`src/rtl/pio_pkg.sv`:
```
package pio_pkg;
  localparam int TW = 8;

  typedef struct packed {
    logic [TW-1:0] setup;
    logic [TW-1:0] act;
    logic [TW-1:0] decide;
    logic [TW-1:0] recov;
    logic [TW-1:0] hold;
    logic [TW-1:0] cyc;
  } pio_tim_t;

  typedef enum logic [2:0] {
    ST_IDLE, ST_SETUP, ST_ACTIVE, ST_WAIT, ST_RECOV
  } pio_st_t;
endpackage

```
`src/rtl/pio_sync2.sv`:
```
module pio_sync2 #(
  parameter int STAGES = 2
) (
  input  logic clk,
  input  logic rst,
  input  logic d,
  output logic q
);
  logic [STAGES-1:0] sh;

  always_ff @(posedge clk) begin
    if (rst) sh <= '1;
    else     sh <= {sh[STAGES-2:0], d};
  end

  assign q = sh[STAGES-1];
endmodule

```
`src/rtl/pio_mode_table.sv`:
```
module pio_mode_table
  import pio_pkg::*;
#(
  parameter int MODE_W    = 3,
  parameter int NUM_MODES = 5,
  parameter logic [NUM_MODES*TW-1:0] SETUP_TBL  = {8'd1, 8'd1, 8'd2, 8'd2, 8'd3},
  parameter logic [NUM_MODES*TW-1:0] ACT_TBL    = {8'd4, 8'd5, 8'd6, 8'd7, 8'd8},
  parameter logic [NUM_MODES*TW-1:0] DECIDE_TBL = {8'd4, 8'd4, 8'd4, 8'd5, 8'd5},
  parameter logic [NUM_MODES*TW-1:0] RECOV_TBL  = {8'd2, 8'd2, 8'd3, 8'd4, 8'd5},
  parameter logic [NUM_MODES*TW-1:0] HOLD_TBL   = {8'd1, 8'd1, 8'd1, 8'd2, 8'd2},
  parameter logic [NUM_MODES*TW-1:0] CYC_TBL    = {8'd7, 8'd9, 8'd12, 8'd15, 8'd18}
) (
  input  logic [MODE_W-1:0] mode,
  output pio_tim_t          tim
);
  localparam logic [MODE_W-1:0] TOP_MODE = MODE_W'(NUM_MODES-1);

  logic [MODE_W-1:0] idx;

  always_comb begin
    idx        = (mode > TOP_MODE) ? TOP_MODE : mode;
    tim.setup  = SETUP_TBL[idx*TW +: TW];
    tim.act    = ACT_TBL[idx*TW +: TW];
    tim.decide = DECIDE_TBL[idx*TW +: TW];
    tim.recov  = RECOV_TBL[idx*TW +: TW];
    tim.hold   = HOLD_TBL[idx*TW +: TW];
    tim.cyc    = CYC_TBL[idx*TW +: TW];
  end
endmodule

```
`src/rtl/pio_cycle_engine.sv`:
```
module pio_cycle_engine
  import pio_pkg::*;
#(
  parameter int A_W        = 3,
  parameter int CS_W       = 2,
  parameter int D_W        = 16,
  parameter int MODE_W     = 3,
  parameter int NARROW_MAX = 2,
  parameter int TMO        = 24,
  parameter int SYNC_STG   = 2
) (
  input  logic              clk,
  input  logic              rst,
  input  logic              req_valid,
  input  logic              req_write,
  input  logic [MODE_W-1:0] req_mode,
  input  logic [A_W-1:0]    req_addr,
  input  logic [CS_W-1:0]   req_cs,
  input  logic [D_W-1:0]    req_wdata,
  input  logic              cfg_wide,
  output logic              req_ack,
  output logic              rsp_done,
  output logic              rsp_timeout,
  output logic [D_W-1:0]    rsp_rdata,
  output logic [A_W-1:0]    bus_addr,
  output logic [CS_W-1:0]   bus_cs_n,
  output logic              bus_rd_n,
  output logic              bus_wr_n,
  output logic [D_W-1:0]    bus_d_out,
  output logic              bus_d_oe,
  input  logic [D_W-1:0]    bus_d_in,
  input  logic              bus_rdy,
  input  logic              bus_iocs16_n
);
  localparam int HALF = D_W / 2;
  localparam int WT_W = $clog2(TMO + 1);
  localparam logic [TW-1:0]   ONE      = TW'(1);
  localparam logic [WT_W-1:0] WT_LAST  = WT_W'(TMO - 1);

  pio_st_t           st;
  pio_tim_t          tim_lu, tim_q;
  logic [TW-1:0]     cnt, cyc, rec_len;
  logic [WT_W-1:0]   wcnt;
  logic              wr_q, wide_q, honor_q, tmo_q, rdy_s;
  logic [A_W-1:0]    addr_q;
  logic [CS_W-1:0]   cs_q;
  logic [D_W-1:0]    wdata_q, cap_data;
  logic              strobe_c, busy_c, oe_c;

  pio_mode_table #(.MODE_W(MODE_W)) u_table (
    .mode (req_mode),
    .tim  (tim_lu)
  );

  pio_sync2 #(.STAGES(SYNC_STG)) u_rdy_sync (
    .clk (clk),
    .rst (rst),
    .d   (bus_rdy),
    .q   (rdy_s)
  );

  always_comb begin
    rec_len  = (tim_q.recov > tim_q.hold) ? tim_q.recov : tim_q.hold;
    cap_data = wide_q ? bus_d_in : {{(D_W-HALF){1'b0}}, bus_d_in[HALF-1:0]};
    strobe_c = (st == ST_ACTIVE) || (st == ST_WAIT);
    busy_c   = (st != ST_IDLE);
    oe_c     = wr_q && (strobe_c || ((st == ST_RECOV) && (cnt < tim_q.hold)));
  end

  // sequencing
  always_ff @(posedge clk) begin
    if (rst) begin
      st          <= ST_IDLE;
      tim_q       <= '0;
      cnt         <= '0;
      cyc         <= '0;
      wcnt        <= '0;
      wr_q        <= 1'b0;
      wide_q      <= 1'b0;
      honor_q     <= 1'b0;
      tmo_q       <= 1'b0;
      addr_q      <= '0;
      cs_q        <= '0;
      wdata_q     <= '0;
      req_ack     <= 1'b0;
      rsp_done    <= 1'b0;
      rsp_timeout <= 1'b0;
      rsp_rdata   <= '0;
    end else begin
      req_ack     <= 1'b0;
      rsp_done    <= 1'b0;
      rsp_timeout <= 1'b0;
      if (strobe_c || st == ST_RECOV) begin
        if (cyc != '1) cyc <= cyc + ONE;
      end
      case (st)
        ST_IDLE: begin
          if (req_valid) begin
            req_ack   <= 1'b1;
            tim_q     <= tim_lu;
            wr_q      <= req_write;
            addr_q    <= req_addr;
            cs_q      <= req_cs;
            wdata_q   <= req_wdata;
            honor_q   <= (req_mode <= MODE_W'(NARROW_MAX));
            tmo_q     <= 1'b0;
            rsp_rdata <= '0;
            cnt       <= '0;
            st        <= ST_SETUP;
          end
        end
        ST_SETUP: begin
          if (cnt == tim_q.setup - ONE) begin
            wide_q <= honor_q ? !bus_iocs16_n : cfg_wide;
            cnt    <= '0;
            cyc    <= '0;
            st     <= ST_ACTIVE;
          end else begin
            cnt <= cnt + ONE;
          end
        end
        ST_ACTIVE: begin
          if (cnt == tim_q.decide - ONE && !rdy_s) begin
            wcnt <= '0;
            st   <= ST_WAIT;
          end else if (cnt == tim_q.act - ONE) begin
            if (!wr_q) rsp_rdata <= cap_data;
            cnt <= '0;
            st  <= ST_RECOV;
          end else begin
            cnt <= cnt + ONE;
          end
        end
        ST_WAIT: begin
          if (rdy_s) begin
            if (!wr_q) rsp_rdata <= cap_data;
            cnt <= '0;
            st  <= ST_RECOV;
          end else if (wcnt == WT_LAST) begin
            if (!wr_q) rsp_rdata <= '1;
            tmo_q <= 1'b1;
            cnt   <= '0;
            st    <= ST_RECOV;
          end else begin
            wcnt <= wcnt + 1'b1;
          end
        end
        ST_RECOV: begin
          if (cnt >= rec_len - ONE && cyc >= tim_q.cyc - ONE) begin
            rsp_done    <= 1'b1;
            rsp_timeout <= tmo_q;
            st          <= ST_IDLE;
          end else if (cnt != '1) begin
            cnt <= cnt + ONE;
          end
        end
        default: st <= ST_IDLE;
      endcase
    end
  end

  // registered bus pins
  always_ff @(posedge clk) begin
    if (rst) begin
      bus_rd_n  <= 1'b1;
      bus_wr_n  <= 1'b1;
      bus_cs_n  <= '1;
      bus_addr  <= '0;
      bus_d_oe  <= 1'b0;
      bus_d_out <= '0;
    end else begin
      bus_rd_n  <= !(strobe_c && !wr_q);
      bus_wr_n  <= !(strobe_c && wr_q);
      bus_cs_n  <= busy_c ? ~cs_q : '1;
      bus_addr  <= busy_c ? addr_q : '0;
      bus_d_oe  <= oe_c;
      if (!oe_c)       bus_d_out <= '0;
      else if (wide_q) bus_d_out <= wdata_q;
      else             bus_d_out <= {{(D_W-HALF){1'b0}}, wdata_q[HALF-1:0]};
    end
  end
endmodule

```
`config.mk`:
```
export PLATFORM = sky130hd
export DESIGN_NAME = pio_cycle_engine
export DESIGN_NICKNAME = d
export VERILOG_FILES = /design/src/rtl/pio_pkg.sv /design/src/rtl/pio_sync2.sv /design/src/rtl/pio_mode_table.sv /design/src/rtl/pio_cycle_engine.sv
export SDC_FILE = /design/constraint.sdc
export NUM_CORES = 1
export LEC_CHECK = 0
export BUFFER_PORTS_ARGS = -buffer_cell sky130_fd_sc_hd__buf_2
export CAP_MARGIN = 40
export CORE_MARGIN = 5
export CORE_UTILIZATION = 41
export DETAILED_ROUTE_END_ITERATION = 10
export SYNTH_ARGS = -nofsm -noshare
export SYNTH_HDL_FRONTEND = slang
export SYNTH_HIERARCHICAL = 1
export SYNTH_SLANG_ARGS = --single-unit
export TNS_END_PERCENT = 5
```
`constraint.sdc`:
```
create_clock -name clk -period 4.1 [get_ports clk]
set_input_delay 0.41 -clock clk [delete_from_list [all_inputs] [get_ports clk]]
set_output_delay 0.41 -clock clk [all_outputs]
set_load 0.1 [all_outputs]
```
== Word level (Yosys, flattened, before mapping) ==
Index checks and enable logic that the tools add are counted.
Word-level totals
  input bits: 47
  bits in registers: 142
  logic and storage cells: 156
  output and inout bits: 43
Operators by class
  add/sub/neg operators: 8
  shift-type cells: 6
  equal/unequal tests: 24
  mux-type cells: 43
  $lt $le $gt $ge: 6
  reductions and logical operators: 33
  bitwise gates (word level): 7
Operator list (count)
  40-bit by 7-bit variable part select with 8-bit output (first input constant): 6
  16-bit 2-to-1 mux: 8
  8-bit 2-to-1 mux: 13
  16-bit case mux with 3 select lines: 1
  8-bit case mux with 5 select lines: 1
  8-bit by 1-bit subtractor with 8-bit output (second input constant): 5
  8-bit == test: 3
  3-bit 2-to-1 mux: 8
  8-bit by 1-bit adder with 8-bit output (second input constant): 2
  8-bit >= comparator: 2
  8-bit inequality test (second input constant): 2
  5-bit 2-to-1 mux: 3
  3-bit case mux with 5 select lines: 1
  2-bit inequality test (second input constant): 6
  6-bit AND reduction: 2
  2-bit by 1-bit inequality test with 1-bit output (second input constant): 5
  5-bit case mux with 2 select lines: 1
  8-bit greater-than comparator: 1
  8-bit less-than comparator: 1
  4-bit AND reduction: 2
  2-bit OR reduction: 4
  3-bit by 2-bit == test with 1-bit output (second input constant): 2
  1-bit logical AND: 6
  1-bit 2-to-1 mux: 6
  other kinds (20): 36

== Logic depth before layout (Yosys ltp) ==
Gate-level depths: netlist of run 1.
  word-level depth: 7
  depth in mapped cells: 24
  depth with buffers taken out: 24

== Cells and area by module ==
Netlist of run 1, hierarchy kept.
By module, submodules not included
  pio_cycle_engine: instances 1, cells an instance 882, seq. area each 2802.7 µm², area each 7118.1 µm²
  pio_mode_table: instances 1, cells an instance 60, seq. area each 0.0 µm², area each 412.9 µm²
  pio_sync2: instances 1, cells an instance 4, seq. area each 40.0 µm², area each 52.6 µm²

== Worst setup path after synthesis of run 1 ==
No wires, ideal clock.
  path kind: flip-flop to flip-flop
  start: register tim_q[9] (netlist name)
  end: register cnt[3]
  stages on the path, launching flop included: 25
  clock period less this slack: 4.371 ns
  library setup time: 0.117 ns
  path slack: -0.271 ns
  arrival time: 4.254 ns
  required time: 3.983 ns
  buffers on the path: 1
  cell sequence: dfxtp_1 inv_1 ha_1 nor2b_1 o21a_1 o21a_1 o21ai_0 a21oi_1 o31ai_1 clkbuf_1 a21oi_1 ha_1 and3_1 xnor2_1 nand2_1 o21ai_0 ha_1 nand3_1 nand2_1 a41oi_1 o21ai_0 o211ai_1 o21a_2 o21ai_1 a32o_2
On the way
  cells in the longest elaborated chain, start to end: 7
RTL lines
  start, declared: line pio_cycle_engine.sv:41  | pio_tim_t tim_lu, tim_q;
  start signal, assigned: line pio_cycle_engine.sv:100  | tim_q <= tim_lu;
  8-bit greater-than comparator: line pio_cycle_engine.sv:63  | rec_len = (tim_q.recov > tim_q.hold) ? tim_q.recov : tim_q.hold;
  8-bit 2-to-1 mux *: line pio_cycle_engine.sv:63
  8-bit by 1-bit subtractor with 8-bit output *: line pio_cycle_engine.sv:149  | if (cnt >= rec_len - ONE && cyc >= tim_q.cyc - ONE) begin
  8-bit >= comparator *: line pio_cycle_engine.sv:149
  1-bit logical AND *: line pio_cycle_engine.sv:149
  2-bit inequality test (no source line) *
  6-bit AND reduction (no source line) *
  end signal, assigned: line pio_cycle_engine.sv:119  | cnt <= cnt + ONE;
  end signal, assigned: line pio_cycle_engine.sv:131  | cnt <= cnt + ONE;
  end signal, assigned: line pio_cycle_engine.sv:154  | cnt <= cnt + ONE;
  end, declared: line pio_cycle_engine.sv:42  | logic [TW-1:0] cnt, cyc, rec_len;
Mark *: on every way between the ends. The rest lies on a longest branch, timed or not.
A chain may end at the register's enable or synchronous reset.

== Worst setup path in the final report of run 1 ==
  start: register tim_q[9] (netlist name)
  end: register cnt[4]
The elaborated chain is that of the path after synthesis.

==> reports/qor.csv, run 1 <==
stage,metric,value,unit
run_status,outcome,completed,
placement,DP Wirelength,12.5,mm
global_route,vias in the first global route,6095,
sta,worst-margin pin slew,0.855,ns
sta,final max-slew violation count,0,
routing,antenna-violating nets left,0,
cts,CTS sink cnt,142,
floorplan,Die Ht,146,um
cells_and_area,Final Cell Area,8850,um2
synth,Yosys top cell area share,37.5,%
cts,Worst-path clk slew,0.06,ns
floorplan,row count,49,
hold_path,worst hold path type,input port to flip-flop,
cts,Worst-Skew Late Latency,0.42,ns
floorplan,CORE AREA,18100,um2
placement,Port Buf Inserts,89,
synth,post-synthesis sequential area ratio,37.5,%
cells_and_area,diodes inserted,0,
floorplan,IO Pins,90,
global_route,initial antenna violation count,0,
cts,clock tree root buffer cell,clkbuf_16,
global_route,global-route wire length before repair,30.8,mm
routing,Via density,5.06,
critical_path,worst r2r path cells,24,
synth,#FFs+latches synth,142,
cts,CTS Buffer Depth,2,
critical_path,critical path type,flip-flop to flip-flop,
synth,"count leader, synth",nand2_1,
synth,"Async S/R FF share, synth",0,%
cells_and_area,Final Core Density,48.9,%
sta,Fmax,246,MHz
job,max-cap viol count,0,
critical_path,Crit Path Max Fanout,8,
critical_path,WP depth,24,
pwr,VDD IR max,0.000306,V
critical_path,Critical Path AT,4.38,ns
global_route,largest net degree at the start of global routing,73,
synth,Yosys top cell by area,dfxtp_1,
critical_path,FF-to-FF End,cnt[4],
critical_path,Crit path buffers/inverters,2,
cells_and_area,Finished Layout Cells,1267,
critical_path,worst r2r src,tim_q[9],
pwr,pwr dens,595,nW/um2
routing,via count of the routed design,6405,
critical_path,Worst Path Required,4.40,ns
synth,synthesized cell area,7580,um2
critical_path,"most used cell, CP",o21ai_2,
sta,endpoints failing hold,0,
routing,final WL,18.3,mm
sta,period utilization,99.3,%
critical_path,Crit path max-delay family,compound AO/OA/AOI/OAI gates,
cts,htree depth,4,
pwr,total power,0.00526,W
pwr,Leak,3.66,nW
cts,Inserted Clock Buffers,17,
sta,RSZ-0062 raised after global routing,true,
critical_path,critical path launch point,tim_q[9],
synth,synth unique cells,65,
cts,CTS tree,yes,
synth,predominant post-synthesis flop cell,dfxtp_1,
routing,1st-iter DRT viols,292,
floorplan,die area,21300,um2
synth,Mapped Cells,946,
global_route,remaining global-route overflow,0,
sta,Final Skew,0.00633,ns
critical_path,cells along the critical path,"inv_2, ha_4, nor2b_1, o21a_1, o21a_1, o21ai_2, a21oi_2, o31ai_2, buf_4, mux2i_1, ha_2, and3_4, xnor2_2, nand2_1, o21ai_1, ha_1, nand3_2, nand2_2, a41oi_2, o21ai_2, o211ai_1, o21a_2, o21ai_2, a32o_1",
routing,routed len/inst,14.4,um
routing,Pre-antenna DRT Iters,5,
sta,Final setup viols,0,
cells_and_area,nets@finish,1114,
critical_path,type of origin of the critical path,flip-flop,
synth,largest cells by area after synthesis,"dfxtp_1 (37%), nand2_1 (10%), a21oi_1 (7.1%)",
global_route,All-Layer GR Usage,17.3,%
cells_and_area,layout cells sized above 1,17.9,%
synth,most instantiated cells after synthesis,"nand2_1 (202), dfxtp_1 (142), a21oi_1 (108)",
placement,dpl cell area,8120,um2
placement,dpl cells,1229,
placement,GP Congestion,0.824,
critical_path,Critical-path top delay cell,dfxtp_2,
critical_path,slowest cell delay on critical path,0.33,ns
critical_path,worst reg-to-reg setup slack,0.03,ns
cells_and_area,P&R area growth vs syn,16.7,%
sta,Max transition margin,42.6,%
critical_path,crit path capture,cnt[4],
synth,yosys synthesis warning count,6,
routing,DRC,0,
sta,Post-Route Setup TNS,0,ns
sta,Tmin final,4.07,ns
synth,Post-synth EDFFs,0,
floorplan,die extent in x,146,um
synth,Mean Syn Cell Area,8.02,um2
critical_path,crit end category,flip-flop,
floorplan,Initial Util,41.9,%
[report_power, final]
part / leakage (nW) / total [W] / switching (W) / internal, W
Clock: 0.291 / 0.00162 / 0.000611 / 0.00101
Combinational: 2.21 / 0.00194 / 0.00114 / 0.000807
Sequential: 1.16 / 0.00170 / 0.000168 / 0.00153
[registers in the layout (all words and copies together) (netlist names), 2 cells and up]
signal / count
addr_q: 3
cyc: 8
st: 3
cs_q: 2
bus_addr: 3
tim_q: 48
wcnt: 5
cnt: 8
wdata_q: 16
rsp_rdata: 16
u_rdy_sync/sh: 2
bus_cs_n: 2
bus_d_out: 16
[kinds of logic (layout without fill, tap and decap cells)]
| kind of cell | Yosys count | count (layout) | share of synthesized area, % |
|---|---|---|---|
| compound gates | 201 | 201 | 16.3 |
| xor+xnor | 54 | 54 | 6.43 |
| fa+ha+maj | 42 | 42 | 6.93 |
| buf+inv | 117 | 180 | 8.46 |
| flops | 142 | 142 | 37.5 |
| mux | 6 | 6 | 0.792 |
| other cells | 1 | 30 | 0.0494 |
| simple gates | 383 | 383 | 23.5 |
[per-stage QoR]
step | setup slack, ns | hold WS [ns]
2_1_floorplan | 0.00423 | 0.358
3_3_place_gp | 0.0347 | 0.364
3_5_place_dp | -0.0568 | 0.364
4_1_cts | 0.0179 | 0.158
5_1_grt | -0.237 | 0.160
6_report | 0.0279 | 0.168
[routing by layer]
layer | track usage (%) | up-vias | routed length, um
li1 | - | 3327 | -
met4 | 4.28 | 0 | 195
met1 | 22.9 | 2958 | 8690
met3 | 3.67 | 14 | 652
met5 | 0 | - | 0
met2 | 29.1 | 106 | 8740
[timing repair]
action / CTS / global route
pin swaps: 7 / 13
gates resized for setup: 2 / 13
setup endpoints to repair: 8 / 12
setup buffers: 4 / 2
hold endpoints to repair: 0 / 0
hold buffers: 0 / 0
[worst min path at each step]
| stage | from | endpoint | cells past startpoint |
|---|---|---|---|
| final | bus_rdy | u_rdy_sync/sh[0] | 2 |
| after global routing | bus_rdy | u_rdy_sync/sh[0] | 2 |
| after CTS | bus_rdy | u_rdy_sync/sh[0] | 2 |
| after detailed placement | cs_q[0] | bus_cs_n[0] | 1 |
| after global placement | cs_q[1] | bus_cs_n[1] | 1 |
| after floorplan | cs_q[0] | bus_cs_n[0] | 1 |
[layout make-up]
type / instances / area, um2
fillers: 1784 / 9240
repair buffers: 115 / 667
flip-flops and latches: 142 / 2850
inverters: 33 / 124
multi-input cells: 716 / 4300
clock buffers: 20 / 467
well taps: 229 / 287
clock inverters: 12 / 159
[cells in the final DEF (no fill, tap or decap), types with 4 or more instances in the layout]
cell type	netlist	final
nand2_1	202	200
dfxtp_1	142	140
a21oi_1	108	105
buf_2	4	88
nor2_1	52	52
ha_1	42	40
xnor2_1	34	33
inv_1	32	31
conb_1	1	30
nor3_1	29	27
buf_4	37	25
xor2_1	19	19
o21ai_0	21	18
clkbuf_16	0	17
nor2b_1	13	13
nor3b_1	13	13
nand3_1	13	12
nand2b_1	8	8
a221oi_1	8	8
or3_1	8	8
o32ai_1	8	8
and3_1	8	7
o21ai_2	0	6
nand4_1	6	6
mux2i_1	6	6
o21ai_1	9	6
and2_1	7	6
a211oi_1	6	6
o21a_1	5	5
a21oi_2	2	5
a21o_1	5	5
a32o_1	5	5
clkinvlp_4	0	5
nor4_1	4	4
a31oi_1	4	4
a311oi_1	4	4
Note: power is estimated with default switching activity, not from simulation.
==> inputs of run 2 (changes only) <==
--- a/config.mk
+++ b/config.mk
@@ -9,6 +9,7 @@
 export CAP_MARGIN = 40
 export CORE_MARGIN = 5
 export CORE_UTILIZATION = 41
+export CTS_BUF_LIST = sky130_fd_sc_hd__clkbuf_2
 export DETAILED_ROUTE_END_ITERATION = 10
 export SYNTH_ARGS = -nofsm -noshare
 export SYNTH_HDL_FRONTEND = slang
==> run 2 against run 1 <==
Fmax fell by 0.16%. Combinational power barely moved. Largest power group unchanged. Final cell count rose by 2.8%. Die area did not move. Worst hold slack got worse by 0.075 ns. Global-route usage fell by 0.071 points. Clock power fell by 47%. Largest cell class unchanged. Core utilization fell by 0.19 points. Sequential share of layout area rose by 0.13 points. Routed wire length fell by 0.23%. Worst setup slack got worse by 0.0065 ns. First-iteration DRC count fell by 4.5%.
==> reports/qor.csv, run 2 (synthesis results as in run 1) <==
stage,metric,value,unit
run_status,outcome,completed,
floorplan,row count,49,
pwr,pwr dens,512,nW/um2
routing,final WL,18.2,mm
routing,Pre-antenna DRT Iters,5,
sta,endpoints failing hold,0,
critical_path,worst r2r src,tim_q[9],
critical_path,"most used cell, CP",o21ai_2,
sta,Final Skew,0.0264,ns
floorplan,die extent in x,146,um
cells_and_area,"commonest non-fill, non-tap cell in the layout",nand2_1,
cells_and_area,nets@finish,1148,
global_route,remaining global-route overflow,0,
routing,routed len/inst,14.0,um
hold_path,hold path start,bus_iocs16_n,
sta,Tmin final,4.08,ns
cts,htree depth,4,
floorplan,IO Pins,90,
critical_path,worst reg-to-reg setup slack,0.02,ns
floorplan,Die Ht,146,um
floorplan,CORE AREA,18100,um2
cells_and_area,max FFs per register,48,
cts,clock tree root buffer cell,clkbuf_2,
sta,period utilization,99.5,%
global_route,All-Layer GR Usage,17.3,%
cells_and_area,layout cells sized above 1,16.9,%
floorplan,die area,21300,um2
pwr,VDD IR max,0.000215,V
cells_and_area,Final Core Density,48.7,%
global_route,global-route wire length before repair,30.9,mm
critical_path,Critical-path top delay cell,dfxtp_2,
sta,worst-margin pin slew,0.823,ns
placement,Port Buf Inserts,89,
placement,DP Wirelength,12.5,mm
routing,via count of the routed design,6514,
critical_path,cells along the critical path,"inv_2, ha_4, nor2b_1, o21a_1, o21a_1, o21ai_2, a21oi_2, o31ai_2, buf_4, mux2i_1, ha_2, and3_4, xnor2_2, nand2_1, o21ai_1, ha_1, nand3_2, nand2_2, a41oi_2, o21ai_2, o211ai_1, o21a_2, o21ai_2, a32o_1",
routing,1st-iter DRT viols,279,
cts,Worst-Skew Late Latency,0.69,ns
cts,CTS Buffer Depth,2,
critical_path,Critical Path AT,4.67,ns
cells_and_area,largest register by flop count,tim_q,
sta,RSZ-0062 raised after global routing,true,
sta,Post-Route Setup TNS,0,ns
critical_path,Crit path buffers/inverters,2,
critical_path,type of origin of the critical path,flip-flop,
cells_and_area,Filler cells,1799,
routing,DRC,0,
routing,antenna-violating nets left,0,
routing,Via density,5.00,
placement,dpl ws,-0.0568,ns
cts,Worst-path clk slew,0.22,ns
global_route,largest net degree at the start of global routing,73,
sta,Max transition margin,44.7,%
floorplan,Initial Util,41.9,%
hold_path,worst hold path type,input port to flip-flop,
job,max-cap viol count,0,
global_route,initial antenna violation count,1,
critical_path,Crit Path Max Fanout,8,
critical_path,crit end category,flip-flop,
critical_path,critical path launch point,tim_q[9],
cts,CTS tree,yes,
global_route,vias in the first global route,6157,
critical_path,slowest cell delay on critical path,0.39,ns
placement,GP Congestion,0.824,
critical_path,Worst Path Required,4.69,ns
cells_and_area,most frequent cells in the layout,"nand2_1 (200), dfxtp_1 (140), a21oi_1 (105)",
pwr,Leak,3.65,nW
sta,Fmax,245,MHz
critical_path,Crit path max-delay family,compound AO/OA/AOI/OAI gates,
critical_path,critical path type,flip-flop to flip-flop,
cts,CTS sink cnt,142,
sta,Final setup viols,0,
sta,final max-slew violation count,0,
cts,Inserted Clock Buffers,17,
sta,Final WS setup,0.0214,ns
cells_and_area,P&R area growth vs syn,16.3,%
==> run 2: changes by cell type in the layout (fill, tap and decap cells not counted), sizes merged <==
cell / previous run / this run
clkbuf: 20 / 17
clkinv: 2 / 5
diode: 0 / 1
dlygate4sd3: 0 / 34
==> run 2: area by class of cell <==
type | instances | area [um2] | area share, %
tap | 229 | 287 | 3.25
multi-input combinational | 716 | 4300 | 48.7
antenna | 1 | 2.50 | 0.0284
inverter | 33 | 124 | 1.41
clock buffer | 17 | 85.1 | 0.965
clock inverter | 15 | 170 | 1.93
sequential | 142 | 2850 | 32.3
timing repair buffer | 149 | 1010 | 11.4
==> run 2: per-stage QoR <==
step / hold WS (ns) / power [W] / instances / instance area (um2)
after global placement: 0.364 / 0.00353 / 1227 / 8080
after floorplan: 0.358 / 0.00318 / 975 / 7720
final: 0.0936 / 0.00452 / 1302 / 8820
after CTS: 0.00824 / 0.00451 / 1298 / 8740
after detailed placement: 0.364 / 0.00357 / 1229 / 8120
after global routing: 0.0191 / 0.00488 / 1302 / 8820
==> run 2: report_power, final <==
part | total, W | internal [W] | switching [W] | leakage, nW
Combinational | 0.00195 | 0.000824 | 0.00113 | 2.35
Clock | 0.000864 | 0.000336 | 0.000528 | 0.136
Sequential | 0.00170 | 0.00153 | 0.000168 | 1.16
==> run 2: tightest hold or removal path, stage by stage <==
cell      delay (ns)
buf_2           0.09
inv_1           0.03
mux2i_1         0.12
a211oi_1        0.08
==> run 2: worst paths after layout <==
kind | endpoint | cells past startpoint
max | cnt[4] | 24
min | wide_q | 4
max reg2reg | cnt[4] | 24
min reg2reg | bus_cs_n[0] | 1
==> run 2: timing repair <==
action	CTS	global route
pin swaps	9	11
setup buffers	4	2
endpoints found under the hold margin	33	1
hold buffers	33	1
resized for setup	1	12
setup endpoints to repair	8	12
==> run 2: routing by layer <==
layer  vias up  track usage, %  wire length, um
li1       3393               -                -
met5         -               0                0
met2       108            28.7             8620
met3        12            3.89              645
met4         0            3.81              197
met1      3001            23.1             8780
==> inputs of run 3 (changes only) <==
--- a/config.mk
+++ b/config.mk
@@ -11,6 +11,7 @@
 export CORE_UTILIZATION = 41
 export CTS_BUF_LIST = sky130_fd_sc_hd__clkbuf_2
 export DETAILED_ROUTE_END_ITERATION = 10
+export RECOVER_POWER = 50
 export SYNTH_ARGS = -nofsm -noshare
 export SYNTH_HDL_FRONTEND = slang
 export SYNTH_HIERARCHICAL = 1
==> run 3 against run 2 <==
The flow now finishes with violations (max-capacitance violations, max-slew violations). Worst hold slack worse by 0.0022 ns. First-iteration DRC count is 3.9% higher. Critical path depth is 1 lower. Sequential cell count stayed put. Core utilization is 0.32 points lower. Clock power hardly changed. Worst setup slack worse by 0.0035 ns. Largest power group unchanged.
==> reports/qor.csv, run 3 (synthesis results as in run 1) <==
stage,metric,value,unit
run_status,outcome,"complete, but fails checks",
sta,final max-slew violation count,98,
global_route,global-route wire length before repair,30.9,mm
critical_path,WP depth,23,
critical_path,Crit Path Max Fanout,8,
critical_path,Crit path buffers/inverters,3,
cts,Inserted Clock Buffers,17,
job,max-cap viol count,2,
routing,1st-iter DRT viols,290,
placement,dpl ws,-0.0568,ns
cells_and_area,Finished Layout Cells,1302,
floorplan,Initial Util,41.9,%
floorplan,CORE AREA,18100,um2
critical_path,worst r2r src,tim_q[9],
placement,Port Buf Inserts,89,
floorplan,die area,21300,um2
routing,Via density,5.02,
cts,clock tree root buffer cell,clkbuf_2,
critical_path,"most used cell, CP",o21ai_2,
cells_and_area,"commonest non-fill, non-tap cell in the layout",nand2_1,
cts,Worst-path clk slew,0.22,ns
sta,period utilization,99.6,%
routing,antenna-violating nets left,0,
global_route,All-Layer GR Usage,17.3,%
critical_path,Critical-path top delay cell,dfxtp_2,
critical_path,critical path launch point,tim_q[9],
floorplan,IO Pins,90,
critical_path,cells along the critical path,"inv_2, ha_4, nor2b_1, o21a_1, o21a_1, o21ai_2, a21oi_2, o31ai_2, buf_4, mux2i_1, ha_2, and3_4, xnor2_2, nand2_1, o21ai_1, ha_1, buf_4, a41oi_2, o21ai_2, o211ai_1, o21a_2, o21ai_2, a32o_1",
sta,Post-Route Setup TNS,0,ns
critical_path,Crit path max-delay family,compound AO/OA/AOI/OAI gates,
pwr,Leak,3.47,nW
sta,Fmax,245,MHz
floorplan,row count,49,
critical_path,slowest cell delay on critical path,0.39,ns
cells_and_area,layout cells sized above 1,12.8,%
cells_and_area,nets@finish,1148,
global_route,remaining global-route overflow,0,
global_route,largest net degree at the start of global routing,73,
cts,htree depth,4,
cells_and_area,Filler cells,1824,
hold_path,hold endpoint,wide_q,
cts,CTS Buffer Depth,2,
pwr,pwr dens,516,nW/um2
sta,Final Skew,0.0265,ns
hold_path,worst hold path type,input port to flip-flop,
sta,worst-margin pin slew,1.56,ns
placement,GP Congestion,0.824,
floorplan,die extent in x,146,um
cts,CTS tree,yes,
cells_and_area,largest register by flop count,tim_q,
pwr,VDD IR max,0.000215,V
cells_and_area,max FFs per register,48,
pwr,total power,0.00452,W
routing,DRC,0,
sta,Final WS setup,0.0179,ns
floorplan,Die Ht,146,um
critical_path,type of origin of the critical path,flip-flop,
cts,CTS sink cnt,142,
critical_path,worst reg-to-reg setup slack,0.02,ns
sta,Final setup viols,0,
run_status,failing checks,"max-capacitance violations, max-slew violations",
critical_path,Worst Path Required,4.69,ns
cells_and_area,most frequent cells in the layout,"nand2_1 (200), dfxtp_1 (140), a21oi_1 (105)",
routing,Pre-antenna DRT Iters,5,
critical_path,worst r2r path cells,23,
global_route,initial antenna violation count,1,
critical_path,crit end category,flip-flop,
sta,worst hold slack,0.0914,ns
critical_path,FF-to-FF End,cnt[4],
hold_path,hold path start,bus_iocs16_n,
routing,final WL,18.3,mm
sta,Max transition margin,-3.97,%
cts,Worst-Skew Late Latency,0.69,ns
sta,RSZ-0062 raised after global routing,true,
routing,via count of the routed design,6539,
cells_and_area,P&R area growth vs syn,15.5,%
placement,dpl cells,1229,
sta,endpoints failing hold,0,
critical_path,Critical Path AT,4.67,ns
placement,DP Wirelength,12.5,mm
routing,routed len/inst,14.0,um
hold_path,hold path cells,4,
global_route,vias in the first global route,6157,
critical_path,critical path type,flip-flop to flip-flop,
sta,Tmin final,4.08,ns
## run 3: cell types whose count changed in the layout (fill, tap and decap cells not counted), sizes merged
cell and change:
clkbuf +44, buf -44
## run 3: per-layer routing
layer  global-route usage [%]  vias to the layer above  part of all wire (%)
li1                         -                     3394                     -
met1                     23.1                     3026                    48
met2                     28.7                      106                    47
met3                     3.89                       13                   3.7
met4                     3.81                        0                   1.2
met5                        0                        -                     0
## run 3: worst min-delay path: cells and delay by family
family	cells	cell delay (ns)
buf+inv	2	0.12
mux	1	0.12
compound gates	1	0.08
## run 3: where the power goes
part	total [W]	internal (W)	leakage, nW	switching, W
Clock	0.000866	0.000336	0.136	0.000530
Sequential	0.00170	0.00153	1.16	0.000168
Combinational	0.00195	0.000821	2.17	0.00113
## run 3: cell type report
class	count	area, um2	share of cell area [%]
clock inverter	15	170	1.94
inverter	33	124	1.41
timing repair buffer	149	951	10.9
sequential	142	2850	32.5
clock buffer	17	85.1	0.971
multi-input combinational	716	4290	49.0
tap	229	287	3.27
antenna	1	2.50	0.0286
## run 3: through the flow
stage | area [um2] | utilization (%)
detailed placement | 8120 | 44.9
CTS | 8740 | 48.3
global placement | 8080 | 44.7
floorplan | 7720 | -
global route | 8760 | 48.4
finish | 8760 | 48.4
## run 3: what timing repair did
item / 4_1_cts / 5_1_grt
pin swaps: 9 / 11
gates resized for setup: 1 / 12
buffers inserted: 4 / 2
hold endpoints to repair: 33 / 1
setup endpoints to repair: 8 / 12
hold buffers: 33 / 1
## run 3: worst max path at each step
stage,end,slack [ns]
global route,cnt[6],-0.26
global placement,cnt[3],0.03
detailed placement,cnt[4],-0.06
floorplan,cnt[3],0.004
finish,cnt[4],0.02
CTS,cnt[4],-0.001
